## src/rtl/video_timing_pkg.sv

```systemverilog
package video_timing_pkg;
  localparam int POS_W       = 16;
  localparam int ADR_MODE    = 0;
  localparam int ADR_LLEN    = 1;
  localparam int ADR_FLEN    = 2;
  localparam int ADR_RESTART = 3;
  localparam int ADR_WIN     = 4;
  localparam int SYNC_BASE   = 16;
  localparam int SYNC_STRIDE = 8;

  typedef logic [31:0] word_t;

  typedef struct packed {
    word_t horiz;
    word_t vert_top;
    word_t vert_bot;
    word_t edge_top;
    word_t edge_bot;
  } sync_cfg_t;

  typedef struct packed {
    word_t top_start;
    word_t top_stop;
    word_t bot_start;
    word_t bot_stop;
  } win_cfg_t;

  // (line, pixel) has reached a packed position mark: one 32-bit compare
  function automatic logic pos_reached(logic [POS_W-1:0] ln, logic [POS_W-1:0] px,
                                       word_t mark);
    return {ln, px} >= mark;
  endfunction

  function automatic logic in_span(logic [POS_W-1:0] v, logic [POS_W-1:0] lo,
                                   logic [POS_W-1:0] hi);
    return (v >= lo) && (v < hi);
  endfunction
endpackage

```

## src/rtl/vt_regs.sv

```systemverilog
module vt_regs
  import video_timing_pkg::*;
#(
  parameter int NSETS        = 4,
  parameter int ADDR_W       = 8,
  parameter int RST_LINE_LEN = 800,
  parameter int RST_FRAME_HL = 1050
) (
  input  logic              clk,
  input  logic              rst_n,
  input  logic              wr_en,
  input  logic [ADDR_W-1:0] wr_addr,
  input  word_t             wr_data,
  input  logic              load,
  output logic              slave_mode,
  output logic              restart_req,
  output logic [POS_W-1:0]  line_len,
  output logic [POS_W-1:0]  frame_hl,
  output win_cfg_t          win,
  output sync_cfg_t         sync_cfg [NSETS]
);
  localparam logic [ADDR_W-1:0] A_MODE = ADDR_W'(ADR_MODE);
  localparam logic [ADDR_W-1:0] A_LLEN = ADDR_W'(ADR_LLEN);
  localparam logic [ADDR_W-1:0] A_FLEN = ADDR_W'(ADR_FLEN);
  localparam logic [ADDR_W-1:0] A_RST  = ADDR_W'(ADR_RESTART);
  localparam logic [ADDR_W-1:0] A_WIN  = ADDR_W'(ADR_WIN);

  logic             mode_q;
  logic [POS_W-1:0] llen_w, flen_w, llen_s, flen_s;
  win_cfg_t         win_w, win_s;

  assign restart_req = wr_en && (wr_addr == A_RST) && wr_data[0];
  assign slave_mode  = mode_q;
  assign line_len    = llen_s;
  assign frame_hl    = flen_s;
  assign win         = win_s;

  always_ff @(posedge clk or negedge rst_n) begin
    if (!rst_n) begin
      mode_q <= 1'b0;
      llen_w <= POS_W'(RST_LINE_LEN);
      flen_w <= POS_W'(RST_FRAME_HL);
      win_w  <= '0;
    end else if (wr_en) begin
      if (wr_addr == A_MODE)               mode_q          <= wr_data[0];
      if (wr_addr == A_LLEN)               llen_w          <= wr_data[POS_W-1:0];
      if (wr_addr == A_FLEN)               flen_w          <= wr_data[POS_W-1:0];
      if (wr_addr == A_WIN)                win_w.top_start <= wr_data;
      if (wr_addr == A_WIN + ADDR_W'(1))   win_w.top_stop  <= wr_data;
      if (wr_addr == A_WIN + ADDR_W'(2))   win_w.bot_start <= wr_data;
      if (wr_addr == A_WIN + ADDR_W'(3))   win_w.bot_stop  <= wr_data;
    end
  end

  always_ff @(posedge clk or negedge rst_n) begin
    if (!rst_n) begin
      llen_s <= POS_W'(RST_LINE_LEN);
      flen_s <= POS_W'(RST_FRAME_HL);
      win_s  <= '0;
    end else if (load) begin
      llen_s <= llen_w;
      flen_s <= flen_w;
      win_s  <= win_w;
    end
  end

  for (genvar s = 0; s < NSETS; s++) begin : g_set
    localparam logic [ADDR_W-1:0] B = ADDR_W'(SYNC_BASE + s * SYNC_STRIDE);
    sync_cfg_t stage_q, shadow_q;

    always_ff @(posedge clk or negedge rst_n) begin
      if (!rst_n) stage_q <= '0;
      else if (wr_en) begin
        if (wr_addr == B)               stage_q.horiz    <= wr_data;
        if (wr_addr == B + ADDR_W'(1))  stage_q.vert_top <= wr_data;
        if (wr_addr == B + ADDR_W'(2))  stage_q.vert_bot <= wr_data;
        if (wr_addr == B + ADDR_W'(3))  stage_q.edge_top <= wr_data;
        if (wr_addr == B + ADDR_W'(4))  stage_q.edge_bot <= wr_data;
      end
    end

    always_ff @(posedge clk or negedge rst_n) begin
      if (!rst_n)    shadow_q <= '0;
      else if (load) shadow_q <= stage_q;
    end

    assign sync_cfg[s] = shadow_q;
  end

  // working copy moves only on a frame start or restart
  p_shadow_hold_r10: assert property (@(posedge clk) disable iff (!rst_n)
    !load |=> ($stable(line_len) && $stable(frame_hl) && $stable(win)));
endmodule

```

## src/rtl/vt_counter.sv

```systemverilog
module vt_counter
  import video_timing_pkg::*;
(
  input  logic             clk,
  input  logic             rst_n,
  input  logic [POS_W-1:0] line_len,
  input  logic [POS_W-1:0] frame_hl,
  input  logic             restart_req,
  input  logic             slave_mode,
  input  logic             ext_sync,
  output logic [POS_W-1:0] px,
  output logic [POS_W-1:0] line_no,
  output logic             field_now,
  output logic             at_top,
  output logic             at_bot,
  output logic             load
);
  logic [POS_W-1:0] px_q, hl_q, half;
  logic ext_q, ext_rise, restart, line_end, frame_end;

  assign ext_rise  = slave_mode && ext_sync && !ext_q;
  assign restart   = restart_req || ext_rise;
  assign line_end  = ({1'b0, px_q} + 17'd1) >= {1'b0, line_len};
  assign frame_end = line_end && (({1'b0, hl_q} + 17'd2) >= {1'b0, frame_hl});
  assign load      = restart || frame_end;

  always_ff @(posedge clk or negedge rst_n) begin
    if (!rst_n) begin
      px_q  <= '0;
      hl_q  <= '0;
      ext_q <= 1'b0;
    end else begin
      ext_q <= ext_sync;
      if (restart) begin
        px_q <= '0;
        hl_q <= '0;
      end else if (line_end) begin
        px_q <= '0;
        hl_q <= frame_end ? '0 : hl_q + POS_W'(2);
      end else begin
        px_q <= px_q + POS_W'(1);
      end
    end
  end

  assign half      = frame_hl >> 1;
  assign px        = px_q;
  assign line_no   = {1'b0, hl_q[POS_W-1:1]} + POS_W'(1);
  assign field_now = hl_q >= half;
  assign at_top    = (px_q == '0) && (hl_q == '0);
  assign at_bot    = (px_q == '0) && field_now && ({1'b0, hl_q} < ({1'b0, half} + 17'd2));

  // pixel count stays inside the programmed line
  p_pixel_bound_r1: assert property (@(posedge clk) disable iff (!rst_n)
    (line_len != '0) |-> (px_q < line_len));
  // half-line count steps by two per line
  p_half_step_r2: assert property (@(posedge clk) disable iff (!rst_n)
    (!restart && line_end && !frame_end) |=> (hl_q == $past(hl_q) + POS_W'(2)));
  // restart lands on the frame origin
  p_restart_r9: assert property (@(posedge clk) disable iff (!rst_n)
    restart |=> (px_q == '0 && hl_q == '0));
  // in master mode the external input never disturbs counting
  p_master_free_r11: assert property (@(posedge clk) disable iff (!rst_n)
    (!slave_mode && !restart_req && !line_end) |=> (px_q == $past(px_q) + POS_W'(1)));
endmodule

```

## src/rtl/vt_sync_set.sv

```systemverilog
module vt_sync_set
  import video_timing_pkg::*;
(
  input  logic             clk,
  input  logic             rst_n,
  input  sync_cfg_t        cfg,
  input  logic [POS_W-1:0] px,
  input  logic [POS_W-1:0] line_no,
  input  logic             field_now,
  output logic             hs,
  output logic             vs
);
  word_t vert, edg;
  logic  h_on, v_on;

  assign vert = field_now ? cfg.vert_bot : cfg.vert_top;
  assign edg  = field_now ? cfg.edge_bot : cfg.edge_top;
  assign h_on = in_span(px, cfg.horiz[15:0], cfg.horiz[31:16]);
  assign v_on = (vert[15:0] != vert[31:16])
             && pos_reached(line_no, px, {vert[15:0], edg[15:0]})
             && !pos_reached(line_no, px, {vert[31:16], edg[31:16]});

  always_ff @(posedge clk or negedge rst_n) begin
    if (!rst_n) begin
      hs <= 1'b0;
      vs <= 1'b0;
    end else begin
      hs <= h_on;
      vs <= v_on;
    end
  end

  // degenerate edge pairs keep the outputs idle
  p_h_idle_r7: assert property (@(posedge clk) disable iff (!rst_n)
    (cfg.horiz[15:0] == cfg.horiz[31:16]) |=> !hs);
  p_v_idle_r7: assert property (@(posedge clk) disable iff (!rst_n)
    (vert[15:0] == vert[31:16]) |=> !vs);
endmodule

```

## src/rtl/vt_window.sv

```systemverilog
module vt_window
  import video_timing_pkg::*;
(
  input  logic             clk,
  input  logic             rst_n,
  input  win_cfg_t         cfg,
  input  logic [POS_W-1:0] px,
  input  logic [POS_W-1:0] line_no,
  input  logic             field_now,
  output logic             act
);
  word_t from, upto;
  logic  act_on;

  assign from   = field_now ? cfg.bot_start : cfg.top_start;
  assign upto   = field_now ? cfg.bot_stop  : cfg.top_stop;
  assign act_on = in_span(line_no, from[31:16], upto[31:16])
               && in_span(px, from[15:0], upto[15:0]);

  always_ff @(posedge clk or negedge rst_n) begin
    if (!rst_n) act <= 1'b0;
    else        act <= act_on;
  end

  // an empty line span never opens the window
  p_win_empty_r4: assert property (@(posedge clk) disable iff (!rst_n)
    (upto[31:16] <= from[31:16]) |=> !act);
endmodule

```

## src/rtl/video_timing_core.sv

```systemverilog
module video_timing_core
  import video_timing_pkg::*;
#(
  parameter int NSETS        = 4,
  parameter int ADDR_W       = 8,
  parameter int RST_LINE_LEN = 800,
  parameter int RST_FRAME_HL = 1050
) (
  input  logic              clk,
  input  logic              rst_n,
  input  logic              cfg_we,
  input  logic [ADDR_W-1:0] cfg_addr,
  input  logic [31:0]       cfg_wdata,
  input  logic              ext_sync,
  output logic [NSETS-1:0]  hsync,
  output logic [NSETS-1:0]  vsync,
  output logic              active,
  output logic              field,
  output logic              top_start,
  output logic              bot_start
);
  logic             slave_mode, restart_req, load;
  logic [POS_W-1:0] line_len, frame_hl, px, line_no;
  logic             field_now, at_top, at_bot;
  win_cfg_t         win;
  sync_cfg_t        sync_cfg [NSETS];

  vt_regs #(
    .NSETS(NSETS), .ADDR_W(ADDR_W),
    .RST_LINE_LEN(RST_LINE_LEN), .RST_FRAME_HL(RST_FRAME_HL)
  ) u_regs (
    .clk(clk), .rst_n(rst_n), .wr_en(cfg_we), .wr_addr(cfg_addr), .wr_data(cfg_wdata),
    .load(load), .slave_mode(slave_mode), .restart_req(restart_req),
    .line_len(line_len), .frame_hl(frame_hl), .win(win), .sync_cfg(sync_cfg)
  );

  vt_counter u_cnt (
    .clk(clk), .rst_n(rst_n), .line_len(line_len), .frame_hl(frame_hl),
    .restart_req(restart_req), .slave_mode(slave_mode), .ext_sync(ext_sync),
    .px(px), .line_no(line_no), .field_now(field_now),
    .at_top(at_top), .at_bot(at_bot), .load(load)
  );

  for (genvar s = 0; s < NSETS; s++) begin : g_sync
    vt_sync_set u_set (
      .clk(clk), .rst_n(rst_n), .cfg(sync_cfg[s]), .px(px), .line_no(line_no),
      .field_now(field_now), .hs(hsync[s]), .vs(vsync[s])
    );
  end

  vt_window u_win (
    .clk(clk), .rst_n(rst_n), .cfg(win), .px(px), .line_no(line_no),
    .field_now(field_now), .act(active)
  );

  always_ff @(posedge clk or negedge rst_n) begin
    if (!rst_n) begin
      field     <= 1'b0;
      top_start <= 1'b0;
      bot_start <= 1'b0;
    end else begin
      field     <= field_now;
      top_start <= at_top;
      bot_start <= at_bot;
    end
  end

  // the field pulses are exclusive, and the bottom one lasts one cycle
  p_pulse_excl_r8: assert property (@(posedge clk) disable iff (!rst_n)
    $onehot0({top_start, bot_start}));
  p_bot_single_r8: assert property (@(posedge clk) disable iff (!rst_n)
    bot_start |=> !bot_start);
  // each pulse agrees with the field flag
  p_bot_field_r2: assert property (@(posedge clk) disable iff (!rst_n)
    bot_start |-> field);
  p_top_field_r2: assert property (@(posedge clk) disable iff (!rst_n)
    top_start |-> !field);
endmodule

```

## config.mk

```make
export PLATFORM = sky130hd
export DESIGN_NAME = video_timing_core
export DESIGN_NICKNAME = d
export VERILOG_FILES = /design/src/rtl/video_timing_pkg.sv /design/src/rtl/vt_regs.sv /design/src/rtl/vt_counter.sv /design/src/rtl/vt_sync_set.sv /design/src/rtl/vt_window.sv /design/src/rtl/video_timing_core.sv
export SDC_FILE = /design/constraint.sdc
export NUM_CORES = 2
export LEC_CHECK = 0
export BUFFER_PORTS_ARGS = -buffer_cell sky130_fd_sc_hd__clkbuf_2
export CAP_MARGIN = 20
export CORE_ASPECT_RATIO = 0.8
export CORE_MARGIN = 2
export CORE_UTILIZATION = 25
export DETAILED_ROUTE_END_ITERATION = 7
export PLACE_DENSITY = 0.46
export SETUP_SLACK_MARGIN = 0.5
export SLEW_MARGIN = 20
export SYNTH_ARGS = -nofsm -noshare
export SYNTH_HDL_FRONTEND = slang
export SYNTH_SLANG_ARGS = --single-unit
```

## constraint.sdc

```tcl
create_clock -name clk -period 5.4 [get_ports clk]
set_clock_uncertainty 0.2 [all_clocks]
set_input_delay 0.27 -clock clk [delete_from_list [all_inputs] [get_ports clk]]
set_output_delay 0.27 -clock clk [all_outputs]
set_load 0.02 [all_outputs]
```

# ---- Yosys cells after proc, flatten, opt, wreduce, memory -nomap -nowiden
# Cells that the tools add are included.
# Widths: inputs -> output; s select.
dict set report classes {
  addsub 6
  eq_ne 31
  mux 15
  n_lt_le_gt_ge 24
  reduce_logical 61
}
# operator n
set ops {}
lappend ops {{$mux 32} 10}
lappend ops {{$ge 32x32->1} 8}
lappend ops {{$ge 16x16->1} 6}
lappend ops {{$lt 16x16->1} 6}
lappend ops {{$eq 8x5->1 const B} 10}
lappend ops {{$eq 8x6->1 const B} 10}
lappend ops {{$mux 16} 5}
lappend ops {{$ne 16x16->1} 4}
lappend ops {{$reduce_and 2->1} 27}
lappend ops {{$ge 17x16->1} 2}
lappend ops {{$eq 8x3->1 const B} 4}
lappend ops {{$logic_not 16->1} 2}
lappend ops {{$logic_and 1x1->1} 23}
lappend ops {{$add 16x1->17 const B} 1}
lappend ops {{$add 16x2->17 const B} 1}
lappend ops {{$lt 16x17->1} 1}
lappend ops {{$add 15x1->16 const B} 1}
lappend ops {{$add 15x2->16 const B} 1}
lappend ops {{$add 16x1->16 const B} 1}
lappend ops {{$add 16x2->16 const B} 1}
lappend ops {{$eq 8x2->1 const B} 2}
lappend ops {{$ge 16x15->1} 1}
lappend ops {{$eq 8x1->1 const B} 1}
lappend ops {{$logic_not 8->1} 1}
lappend ops {{other kinds (3)} 8}
dict set report word_totals {
  in_bits 44
  register_bits 1646
  word_cells 205
}

# ---- Longest topological paths before layout
dict set report logic_depth {
  depth_word 6
  depth_mapped 18
}

# ---- Cells and area by module
# From an unflattened synthesis, not the netlist that was laid out.
dict set report unflattened {
  cells_unflattened 5603
  area_unflattened_um2 77848.4
}
# mod cells_each area_per_inst_um2 n_inst
set modules_own_cells {}
lappend modules_own_cells {vt_regs 3484 59519.6 1}
lappend modules_own_cells {{vt_sync_set at g_sync[0].u_set ...} 371 3191.8 3}
lappend modules_own_cells {vt_counter 411 3542.1 1}
lappend modules_own_cells {{vt_sync_set at g_sync[1].u_set} 370 3133.0 1}
lappend modules_own_cells {vt_window 222 2003.2 1}
lappend modules_own_cells {video_timing_core 3 75.1 1}

# ---- Worst setup path before layout
# Ideal clock, no wire load.
dict set report synth_path {
  path_type {register to register}
  start {reg u_cnt.hl_q[1]}
  end {reg u_regs.flen_s[0] (netlist: u_regs.frame_hl[0])}
  setup_time_ps 125
  stages_incl_launch_ff 17
  t_required_ps 5075
  t_arrival_ps 4205
  n_path_buf 2
  synth_period_minus_slack_ps 4530
  slack_ps 870
  cell_sequence {dfrtp_1 -> ha_1 -> and3_1 -> and3_1 -> nand3_1 -> nor2_1 -> xor2_1 -> ha_1 -> nand3_1 -> a2bb2oi_1 -> a21oi_1 -> a2111oi_2 -> nor2b_4 -> a21oi_4 -> buf_12 -> buf_12 -> mux2_4}
}
dict set report synth_between {
  elab_chain_len 4
}
# element line
set synth_lines {}
lappend synth_lines {{start: declaration} vt_counter.sv:18} ;# logic [POS_W-1:0] px_q, hl_q, half;
lappend synth_lines {{start signal: assignment} vt_counter.sv:39} ;# hl_q <= frame_end ? '0 : hl_q + POS_W'(2);
lappend synth_lines {{$add 16x2->17} vt_counter.sv:24} ;# assign frame_end = line_end && (({1'b0, hl_q} + 17'd2) >= {1'b0, frame_hl});
lappend synth_lines {{$ge 17x16->1} vt_counter.sv:24}
lappend synth_lines {{$logic_and 1x1->1} vt_counter.sv:24}
lappend synth_lines {{$logic_or 1x1->1} vt_counter.sv:25} ;# assign load = restart || frame_end;
lappend synth_lines {{end signal: assignment} vt_regs.sv:58} ;# flen_s <= POS_W'(RST_FRAME_HL);
lappend synth_lines {{end signal: assignment} vt_regs.sv:62} ;# flen_s <= flen_w;
lappend synth_lines {{end: declaration} vt_regs.sv:29} ;# logic [POS_W-1:0] llen_w, flen_w, llen_s, flen_s;
# No other way between the ends.
# A chain may end at the register's enable or synchronous reset.

# ---- Worst setup path in the final report
dict set report layout_path {
  start {reg u_regs.flen_s[10] (netlist: u_regs.frame_hl[10])}
  end {reg g_sync[1].u_set.vs}
}
dict set report layout_between {
  elab_chain_len 5
  elab_cells_between_ends 9
}
# element line
set layout_lines {}
lappend layout_lines {{$ge 16x15->1 *} vt_counter.sv:49} ;# assign field_now = hl_q >= half;
lappend layout_lines {{$mux 32, on equally long branches} {vt_sync_set.sv:17, vt_sync_set.sv:16}}
lappend layout_lines {{$ge 32x32->1 or $ne 16x16->1 (tied branches)} {video_timing_pkg.sv:31, vt_sync_set.sv:19}}
lappend layout_lines {{$logic_and 1x1->1 or $logic_not 1->1 (tied branches)} {vt_sync_set.sv:20, vt_sync_set.sv:21}}
lappend layout_lines {{$logic_and 1x1->1 *} vt_sync_set.sv:21} ;# && !pos_reached(line_no, px, {vert[31:16], edg[31:16]});
lappend layout_lines {{named net g_sync[1].u_set.v_on} vt_sync_set.sv:14} ;# logic h_on, v_on;
lappend layout_lines {{end signal: assignment} vt_sync_set.sv:29} ;# vs <= v_on;
lappend layout_lines {{end: declaration} vt_sync_set.sv:11} ;# output logic vs
# The timed path passes the listed nets; every way through them passes the cells marked *.

==> results.py <==
metrics = {
    "timing": {
        "report.final.slew_viol_count": 0,
        "top_achievable_clock_speed_ghz": 0.210,
        "worst_slew_pin_slew_ps": 1090,
        "timing.max_slew.rel_slack_pct": 27.2,
        "finalHoldViolCount": 0,
        "postLayoutSetupSlackWorst_ps": 649,
        "finalSetupViolations": 0,
        "min_period_over_period_pct": 88.0,
        "period_minus_slack_ps": 4750,
        "grt_setup_unrepaired": "false",
    },
    "die": {
        "pin_count": 56,
        "fp.dieH_um": 516,
        "fp.dieW_um": 644,
        "start_util_pct": 25.2,
        "die_area_sq_um": 332000,
        "rows": 187,
        "core_outline_area_sq_um": 325000,
    },
    "cts": {
        "clock_path_buffers": 4,
        "tritoncts": "built",
        "cts-root-buf": "sky130_fd_sc_hd__clkbuf_16",
        "cts-htree-levels": 4,
        "cts.sink_count": 1645,
        "clk_latency_ps": 850,
        "worst_setup_hold_path_clk_slew_ps": 60,
        "cts_inserted_buffers": 180,
    },
    "drt": {
        "antenna_left": 0,
        "routed_wire_length_per_instance_um": 23.1,
        "firstDrtPassIters": 5,
        "remaining_drc_errors": 0,
        "drt_iter0_markers": 2835,
        "vias": 45900,
        "totalWireLength_um": 238000,
        "via_per_inst": 4.46,
    },
    "synth": {
        "yosysSeqAreaShare_pct": 50.3,
        "netlist_instances": 5604,
        "ys.flop_type": "sky130_fd_sc_hd__dfrtp_1",
        "synth-edff-count": 0,
        "synth_fp_nets": 6154,
        "synthDominantAreaCellType": "sky130_fd_sc_hd__dfrtp_1",
        "ys_types": 79,
        "ys.warnings.count": 0,
        "async_flop_share_pct": 100,
        "synth.top_cells.by_area": "sky130_fd_sc_hd__dfrtp_1, sky130_fd_sc_hd__mux2_4, sky130_fd_sc_hd__mux2_2",
        "avgSynthCellArea_sq_um": 14.6,
        "syn-cell-area_sq_um": 81900,
        "synth_seq_cells": 1645,
        "synth_top_area_share_pct": 49.8,
    },
    "grt": {
        "antenna_violations_before_repair": 41,
        "grt_max_degree": 142,
        "grt-ovfl-total": 0,
        "gr-usage-all-layers_pct": 14.2,
        "globalRouteMet2Util_pct": 21.8,
        "first_pass_grt_wire_length_um": 348000,
        "use_met3_pct": 2.63,
        "grt_busiest_layer": "met2",
        "grt_util_met1_pct": 20.6,
        "first_global_vias": 48300,
    },
    "cells_and_area": {
        "layout-drive-gt1-share_pct": 38.3,
        "num-nets-final": 6351,
        "fillers": 32800,
        "syn_to_final_growth_pct": 14.8,
    },
    "setup_path": {
        "slowest_stage": "sky130_fd_sc_hd__dfstp_2",
        "reg2reg_from": "u_regs.frame_hl[10]",
        "critPathMostFrequentCell": "sky130_fd_sc_hd__buf_12",
        "worst-path-max-fanout": 26,
        "critPathMaxStageDelay_ps": 540,
        "cell_class_contributing_the_biggest_share_of_worst_path_delay": "simple AND/OR/NAND/NOR gates",
        "critical_path.startpoint_type": "flop",
        "worstPathBufferInverterCount": 5,
        "cp-end-kind": "flop",
        "required_ps": 5870,
        "timing.critical_path.arrival_ps": 5220,
        "critical_path.cell_chain": "inv_1, ha_1, nand3_1, nor4_2, o21ai_1, o21ai_4, buf_12, buf_16, buf_12, buf_12, mux2i_1, ha_1, nand4_1, nor4_2, o41ai_4, nand4b_1, o21a_1, nor4_1",
        "r2r_cell_count": 18,
        "critical_path.reg2reg.endpoint": "g_sync[1].u_set.vs",
        "worstSetupPathType": "flop to flop",
        "worst-r2r-setup-slack_ps": 650,
    },
    "placement": {
        "place_worst_setup_slack_ps": 106,
        "gp_routability_congestion": 0.816,
        "dp_hpwl_um": 144000,
        "io_buffers": 55,
    },
    "pwr": {
        "switching_share_pct": 34.5,
        "power.density_cell_area_nw_per_um2": 459,
        "cell_internal_pwr_mw": 28.3,
        "vdd_drop_max_mv": 0.527,
        "power_frac_clock_pct": 29.4,
        "power.switching_mw": 14.9,
        "post-layout-total-power_mw": 43.2,
        "comb_power_share_pct": 38.6,
        "share_seq_of_total_power_pct": 31.9,
        "total_leakage_power_nw": 46.4,
    },
    "outcome": {
        "run_status": "complete, no violations",
    },
    "min_path": {
        "min-delay-path-class": "input port to async pin",
    },
    "run": {
        "maxCapViolCount": 0,
    },
}
synthesized netlist by cell type (38+ instances only):
library cell,n
sky130_fd_sc_hd__buf_12,88
sky130_fd_sc_hd__dfrtp_1,1631
sky130_fd_sc_hd__ha_1,506
sky130_fd_sc_hd__nor4_1,46
sky130_fd_sc_hd__a21o_1,93
sky130_fd_sc_hd__mux2_2,812
sky130_fd_sc_hd__nand2_1,81
sky130_fd_sc_hd__xor2_1,91
sky130_fd_sc_hd__o21ai_0,93
sky130_fd_sc_hd__buf_1,82
sky130_fd_sc_hd__nand3_1,38
sky130_fd_sc_hd__nand4_1,92
sky130_fd_sc_hd__inv_1,165
sky130_fd_sc_hd__mux2i_1,309
sky130_fd_sc_hd__xnor2_1,76
sky130_fd_sc_hd__mux2_4,800
sky130_fd_sc_hd__clkbuf_1,97
sky130_fd_sc_hd__nor2_1,70
sky130_fd_sc_hd__a21oi_1,127
through the flow:
| step | instance area (sq um) | TNS (ps) | util, % | hold slack (ps) | instances |
|---|---|---|---|---|---|
| after global placement | 87300 | -129 | 26.8 | 31.3 | 9929 |
| final | 94000 | 0 | 28.9 | 14.6 | 10300 |
| after CTS | 93700 | 0 | 28.8 | 3.87 | 10300 |
| after global routing | 94000 | 0 | 28.9 | 18.4 | 10300 |
| after detailed placement | 87300 | 0 | 26.8 | 27.3 | 9929 |
| after floorplan | 81900 | 0 | - | -226 | 5604 |
power groups by stage:
| stage | Combinational (mW) | Clock, mW | Sequential [mW] |
|---|---|---|---|
| finish | 16.7 | 12.7 | 13.8 |
| detailed placement | 16.0 | 0 | 14.0 |
| global placement | 15.8 | 0 | 14.0 |
| CTS | 16.4 | 13.1 | 13.8 |
| floorplan | 13.4 | 0 | 13.9 |
| global route | 17.7 | 13.6 | 13.9 |
worst max path at each step:
stage,start,end,cells after the start
6_report,u_regs.frame_hl[10],g_sync[1].u_set.vs,18
5_1_grt,u_regs.frame_hl[10],g_sync[1].u_set.vs,15
4_1_cts,u_regs.frame_hl[10],g_sync[1].u_set.vs,16
3_5_place_dp,u_regs.frame_hl[10],g_sync[0].u_set.vs,19
3_3_place_gp,u_regs.frame_hl[10],g_sync[1].u_set.vs,16
2_1_floorplan,u_cnt.hl_q[1],u_regs.frame_hl[0],16
placed cells by master, fill, tap and decap left out, types with 29 or more instances in the layout:
cell type	netlist	routed
sky130_fd_sc_hd__clkbuf_8	0	54
sky130_fd_sc_hd__ha_1	506	506
sky130_fd_sc_hd__inv_1	165	163
sky130_fd_sc_hd__o21ai_0	93	89
sky130_fd_sc_hd__nand4_1	92	92
sky130_fd_sc_hd__xor2_1	91	86
sky130_fd_sc_hd__clkbuf_2	0	45
sky130_fd_sc_hd__mux2_2	812	812
sky130_fd_sc_hd__buf_4	9	177
sky130_fd_sc_hd__a21o_1	93	93
sky130_fd_sc_hd__a211oi_1	29	29
sky130_fd_sc_hd__a21oi_1	127	124
sky130_fd_sc_hd__nor4_1	46	43
sky130_fd_sc_hd__buf_12	88	38
sky130_fd_sc_hd__clkbuf_1	97	41
sky130_fd_sc_hd__nand3_1	38	35
sky130_fd_sc_hd__mux2_4	800	800
sky130_fd_sc_hd__dfrtp_1	1631	1616
sky130_fd_sc_hd__mux2i_1	309	307
sky130_fd_sc_hd__nand2_1	81	70
sky130_fd_sc_hd__clkbuf_16	0	187
sky130_fd_sc_hd__nor2_1	70	67
sky130_fd_sc_hd__xnor2_1	76	68
cell families (layout without fill, tap and decap cells):
| logic type | Yosys count | after routing | share of synthesized area (%) |
|---|---|---|---|
| compound gates | 447 | 447 | 3.55 |
| other cells | 0 | 15 | 0 |
| buf+inv | 450 | 782 | 3.87 |
| mux | 1921 | 1921 | 29.6 |
| simple gates | 468 | 468 | 3.17 |
| fa+ha+maj | 506 | 506 | 7.73 |
| xor+xnor | 167 | 167 | 1.79 |
| flops | 1645 | 1645 | 50.3 |
registers in the layout, summed over array words and instances (netlist names):
signal,flops
u_regs.win_w,128
u_regs.line_len,16
u_regs.g_set.stage_q,640
u_regs.frame_hl,16
u_regs.llen_w,16
u_regs.sync_cfg,640
u_win.act,1
u_regs.flen_w,16
u_cnt.px,16
g_sync.u_set.vs,4
bot_start,1
u_cnt.hl_q,15
top_start,1
u_cnt.ext_q,1
g_sync.u_set.hs,4
field,1
u_regs.win,128
u_regs.slave_mode,1
worst min-delay path, cell delays in order:
cell and delay, ps:
sky130_fd_sc_hd__dlygate4sd3_1 600, sky130_fd_sc_hd__buf_12 230, sky130_fd_sc_hd__buf_16 260
metal layers:
layer / part of all wire (%) / vias to the layer above
met5: 0.018 / -
met4: 2.1 / 6
met3: 4.9 / 284
met2: 44 / 817
met1: 49 / 24100
li1: - / 20700
what timing repair did:
| action | 4_1_cts | 5_1_grt |
|---|---|---|
| gates cloned | 1 | 4 |
| pin swaps | 2 | 5 |
| setup buffers | 11 | 4 |
| endpoints found under the setup margin | 239 | 5 |
| hold endpoints to repair | 1006 | 0 |
| resized for setup | 17 | 30 |
| hold buffers | 17 | 0 |
area by class of cell:
| cell class | instances | area [sq um] | area share, % |
|---|---|---|---|
| flip-flops and latches | 1645 | 41200 | 43.8 |
| multi-input cells | 3509 | 37900 | 40.3 |
| clock buffers | 278 | 5480 | 5.82 |
| well taps | 4347 | 5440 | 5.78 |
| repair buffers | 300 | 2880 | 3.06 |
| inverters | 165 | 619 | 0.659 |
| clock inverters | 39 | 509 | 0.542 |
| diodes | 15 | 37.5 | 0.0399 |
Power figures use the tool's default switching activity.
